File: src/rtl/cal_pkg.sv
package cal_pkg;
  localparam int MONTH_W       = 4;
  localparam int DOM_W         = 5;
  localparam int DOW_W         = 3;
  localparam int MONTHS        = 12;
  localparam int DAYS_PER_WEEK = 7;
  localparam int LAST_DOW      = DAYS_PER_WEEK - 1;

  typedef logic [MONTH_W-1:0] month_t;
  typedef logic [DOM_W-1:0]   dom_t;
  typedef logic [DOW_W-1:0]   dow_t;

  localparam month_t M_JAN = month_t'(1);
  localparam month_t M_FEB = month_t'(2);
  localparam month_t M_APR = month_t'(4);
  localparam month_t M_JUN = month_t'(6);
  localparam month_t M_SEP = month_t'(9);
  localparam month_t M_NOV = month_t'(11);
  localparam month_t M_DEC = month_t'(MONTHS);

  localparam dom_t LEN_SHORT = dom_t'(28);
  localparam dom_t LEN_MID   = dom_t'(30);
  localparam dom_t LEN_LONG  = dom_t'(31);
  localparam dom_t DOM_FIRST = dom_t'(1);
endpackage

File: src/rtl/cal_month_len.sv
module cal_month_len
  import cal_pkg::*;
(
  input  month_t month_i,
  output dom_t   len_o
);
  always_comb begin
    case (month_i)
      M_FEB:                      len_o = LEN_SHORT;
      M_APR, M_JUN, M_SEP, M_NOV: len_o = LEN_MID;
      default:                    len_o = LEN_LONG; // includes illegal codes, read as January
    endcase
  end
endmodule

File: src/rtl/cal_dom_step.sv
module cal_dom_step
  import cal_pkg::*;
(
  input  month_t month_i,
  input  dom_t   dom_i,
  input  dom_t   len_i,
  output month_t month_o,
  output dom_t   dom_o
);
  logic   month_legal;
  month_t month_base;

  assign month_legal = (month_i >= M_JAN) && (month_i <= M_DEC);
  assign month_base  = month_legal ? month_i : M_JAN;

  always_comb begin
    if (dom_i >= len_i) begin
      dom_o   = DOM_FIRST;
      month_o = (month_base == M_DEC) ? M_JAN : month_base + month_t'(1);
    end else begin
      dom_o   = dom_i + dom_t'(1);
      month_o = month_base;
    end
  end
endmodule

File: src/rtl/cal_dow_step.sv
module cal_dow_step
  import cal_pkg::*;
(
  input  dow_t dow_i,
  output dow_t dow_o
);
  assign dow_o = (dow_i >= dow_t'(LAST_DOW)) ? '0 : dow_i + dow_t'(1);
endmodule

File: src/rtl/cal_date_adv.sv
module cal_date_adv
  import cal_pkg::*;
(
  input  logic                clk_i,
  input  logic                rst_ni,
  input  logic [DOW_W-1:0]    dow_init_i,
  input  logic                adv_i,
  output logic [MONTH_W-1:0]  month_o,
  output logic [DOM_W-1:0]    day_o,
  output logic [DOW_W-1:0]    dow_o,
  output logic                sunday_o
);
  month_t month_q, month_nxt;
  dom_t   dom_q, dom_nxt, len;
  dow_t   dow_q, dow_nxt, dow_load;

  cal_month_len u_len (
    .month_i (month_q),
    .len_o   (len)
  );

  cal_dom_step u_dom (
    .month_i (month_q),
    .dom_i   (dom_q),
    .len_i   (len),
    .month_o (month_nxt),
    .dom_o   (dom_nxt)
  );

  cal_dow_step u_dow (
    .dow_i (dow_q),
    .dow_o (dow_nxt)
  );

  // out-of-week code loads as Sunday
  assign dow_load = (dow_init_i > dow_t'(LAST_DOW)) ? '0 : dow_init_i;

  always_ff @(posedge clk_i) begin
    if (!rst_ni) begin
      month_q <= M_JAN;
      dom_q   <= DOM_FIRST;
      dow_q   <= dow_load;
    end else if (adv_i) begin
      month_q <= month_nxt;
      dom_q   <= dom_nxt;
      dow_q   <= dow_nxt;
    end
  end

  assign month_o  = month_q;
  assign day_o    = dom_q;
  assign dow_o    = dow_q;
  assign sunday_o = (dow_q == '0);

  AST_HOLD_IDLE: assert property (@(posedge clk_i) disable iff (!rst_ni)
    !adv_i |=> $stable(month_q) && $stable(dom_q) && $stable(dow_q));
  AST_DOW_WRAP: assert property (@(posedge clk_i) disable iff (!rst_ni)
    adv_i && dow_q == dow_t'(LAST_DOW) |=> dow_q == '0);
  AST_SUNDAY_SET: assert property (@(posedge clk_i) disable iff (!rst_ni)
    adv_i && dow_q == dow_t'(LAST_DOW) |=> sunday_o);
  AST_SUNDAY_CLR: assert property (@(posedge clk_i) disable iff (!rst_ni)
    adv_i && dow_q != dow_t'(LAST_DOW) |=> !sunday_o);
  AST_YEAR_WRAP: assert property (@(posedge clk_i) disable iff (!rst_ni)
    adv_i && month_q == M_DEC && dom_q == LEN_LONG |=> month_q == M_JAN && dom_q == DOM_FIRST);
  AST_FEB_END: assert property (@(posedge clk_i) disable iff (!rst_ni)
    adv_i && month_q == M_FEB && dom_q == LEN_SHORT |=> month_q == month_t'(3) && dom_q == DOM_FIRST);
  AST_DATE_LEGAL: assert property (@(posedge clk_i) disable iff (!rst_ni)
    ##1 (month_q >= M_JAN && month_q <= M_DEC && dom_q >= DOM_FIRST && dom_q <= LEN_LONG));
endmodule

File: config.mk
export PLATFORM = sky130hd
export DESIGN_NAME = cal_date_adv
export DESIGN_NICKNAME = d
export VERILOG_FILES = /design/src/rtl/cal_pkg.sv /design/src/rtl/cal_month_len.sv /design/src/rtl/cal_dom_step.sv /design/src/rtl/cal_dow_step.sv /design/src/rtl/cal_date_adv.sv
export SDC_FILE = /design/constraint.sdc
export NUM_CORES = 1
export LEC_CHECK = 0
export BUFFER_PORTS_ARGS = -buffer_cell sky130_fd_sc_hd__buf_2
export CORE_MARGIN = 5
export CORE_UTILIZATION = 30
export CTS_CLUSTER_DIAMETER = 80
export CTS_CLUSTER_SIZE = 30
export DETAILED_ROUTE_END_ITERATION = 10
export PLACE_DENSITY = 0.57
export SYNTH_ARGS = -nofsm -noshare
export SYNTH_HDL_FRONTEND = slang
export SYNTH_SLANG_ARGS = --single-unit
File: constraint.sdc
create_clock -name clk_i -period 2.5 [get_ports clk_i]
set_input_delay 0.25 -clock clk_i [delete_from_list [all_inputs] [get_ports clk_i]]
set_output_delay 0.25 -clock clk_i [all_outputs]
set_load 0.01 [all_outputs]
==> impl_results.md <==
* Status: complete, no violations
* Nets at 137
* Share of cells above drive strength 1 at 23.77%
* Die Wd at 65.10 um
* Core Util, Final at 34.54%
* Hold Path Class: in -> reg
* Hold Crit Depth at 3
* Share of synthesized registers carrying an async set or reset at 0%
* Antenna Violating Nets Remaining at 0
* Clock sinks at 12
* CP arrival at 2.29 ns
* GPL Wtd Cong at 0.7569
* Largest stage delay, worst path at 0.50 ns
* PwrDens at 441.9 nW/um^2
* Core area at 2978 sq um
* P&R area growth vs syn at 12.91%
* Commonest register cell after synthesis: dfxtp_1
* Clk pwr share at 27.4%
* Crit-path max FO at 11
* Syn_area_per_cell at 8.513 sq um
* Area contributors post-synth: dfxtp_1 20%, ha_1 11%, edfxtp_1 9.9%, nand2_1 4.5%, o21ai_0 4.4%
* Most common cell after layout, fill and taps aside: buf_2
* Filler cell count at 320
* Finish-stage setup viols at 0
* Tcrit/Tclk final at 83.99%
* Post-synthesis sequential area ratio at 29.67%
* Worst r2r path cells at 9
* Crit end category: flip-flop
* Synth unique cells at 39
* Congestion Overflow GR at 0
* CTS tree: built
* Mapped cell area at 910.9 sq um
* Cell taking the most area after synthesis: dfxtp_1
* Minimum clock period at 2.100 ns
* Post-Syn Nets at 121
* Clock transition at the registers of the reported paths at 0.08 ns
* Max Clock Freq at 0.4763 GHz
* Maximum VDD drop at 0.3013 mV
* # Max-Cap Violations at 0
* P_sw at 139.6 uW
* Post-CTS Setup Bufs at 0
* Largest net degree at the start of global routing at 22
* Clock Tree Root: clkbuf_4
* Warnings, synthesis at 0
* Lkg Pwr at 0.0004198 uW
* Initial antenna violation count at 0
* Die area at 4238 sq um
* Total CTS buffers at 3
* Worst Tran Pin Value at 0.3495 ns
* CP max-delay cell: dfxtp_1
* Gr usage total at 10.15%
* WHS at 0.3115 ns
* PostCTS Resize Cnt at 0
* Initial DRT Pass Iterations at 4
* Die height at 65.10 um
* Crit start category: flip-flop
* Fin. Hold Viols at 0
* CP Class: reg -> reg
* Clock skew at 0.005738 ns
* Drt via density at 5.381
* Clk Latency, worst-skew pair at 0.28 ns
* H-tree levels at 1
* Seq pwr share at 51.6%
* Fin worst setup slack at 0.4004 ns
* Pre-CTS WS at 0.4250 ns
* Comb pwr share at 21.0%
* # diodes at 0
* IO Count at 19
* Top-area cell type share of the netlist area at 19.78%
* Post-route setup TNS at 0 ns
* Worst slew margin at 76.67%
* Int Pwr at 314.9 uW
* Clock Path Buffers at 2
* Vias in the first global route at 790
* Post-synth EDFFs at 3
* DRC at 0
* First-pass GRT wire length at 3394 um
* Post-detail-place hpwl at 1472 um
* Sw Share at 30.71%
* FP Rows at 20
* Worst Path Required at 2.69 ns
* Initial Utilization at 30.59%
* Port Buf Inserts at 18
* Crit-path cells: nor2_1, nor3_1, a31oi_1, ha_1, nand2b_1, a21oi_1, buf_4, or2_2, a311oi_1
* Most frequent cells in the layout: 18 x buf_2, 11 x nand2_1, 9 x dfxtp_1
* DR vias at 834
* Synthesized flop and latch total at 12
* RSZ-0062 raised after global routing: no
* Wirelength per Cell at 12.67 um
* Initial DRC count at 15
* Cts hold-fix bufs at 0
* Max-slew violation count at 0
* WL final at 1964 um
* Post-Syn Instances at 107
per-stage QoR:
stage	power (uW)	instance area, sq um	std cells
3_3_place_gp	332.6	1002	151
4_1_cts	462.6	1028	155
5_1_grt	488.5	1028	155
3_5_place_dp	335.9	1002	151
6_report	454.5	1028	155
2_1_floorplan	300.3	910.9	107
cell type report:
class                   count  area, sq um  share of cell area (%)
well taps                  33        41.29                   4.015
clock inverters             1        3.754                  0.3650
clock buffers               3        22.52                   2.190
inverters                   7        26.28                   2.555
multi-input cells          79        559.3                   54.38
repair buffers             20        105.1                   10.22
flip-flops and latches     12        270.3                   26.28
path summary, 6_finish.rpt:
check / startpoint / end / slack (ns)
setup reg to reg: month_o[1]$_SDFFE_PN0P_ / month_o[1]$_SDFFE_PN0P_ / 0.40
hold / removal: dow_init_i[1] / dow_o[1]$_DFFE_PP_ / 0.31
setup / recovery: month_o[1]$_SDFFE_PN0P_ / month_o[1]$_SDFFE_PN0P_ / 0.40
hold reg to reg: month_o[2]$_SDFFE_PN0P_ / month_o[2]$_SDFFE_PN0P_ / 0.54
kinds of logic after synthesis:
group | synth area share, %
compound gates | 18.27
fa+ha+maj | 10.99
buf+inv | 8.927
flops | 29.67
mux | 1.236
simple gates | 30.91
power groups by stage:
stage	Clock, uW	Sequential (uW)	Combinational, uW
floorplan	0	238	61.8
global placement	0	238	94.5
detailed placement	0	239	96.4
CTS	131	235	97.0
global route	139	238	111
finish	125	235	95.3
worst max-delay path, delay by kind of cell, from the launching register on:
kind / cells / cell delay [ns]
and+or+nand+nor: 4 / 0.65
buffers and inverters: 1 / 0.17
AOI/OAI and AO/OA: 3 / 0.40
DFF: 1 / 0.50
adders and majority gates: 1 / 0.29
flip-flops by register name (all words and copies together) (netlist names):
signal	cells
day_o	5
dow_o	3
month_o	4
cells in the mapped netlist, types with 2 or more instances:
cell type	number
a21boi_0	2
a21oi_1	2
buf_6	2
clkbuf_1	4
dfxtp_1	9
edfxtp_1	3
ha_1	8
inv_1	6
nand2_1	11
nand2b_1	3
nand3_1	5
nand3b_1	3
nand4_1	3
nand4b_1	2
nor2_1	4
nor2b_1	2
nor3_1	2
nor3b_1	2
nor4b_1	4
o211ai_1	4
o21ai_0	8
metal layers:
layer / part of all wire (%) / global-route usage, % / vias up
met2: 46 / 16.60 / 19
met5: 0 / 0 / -
met1: 49 / 12.61 / 386
met4: 1.0 / 3.368 / 0
met3: 4.4 / 3.248 / 4
li1: - / - / 425
(Power assumes the default switching activity.)
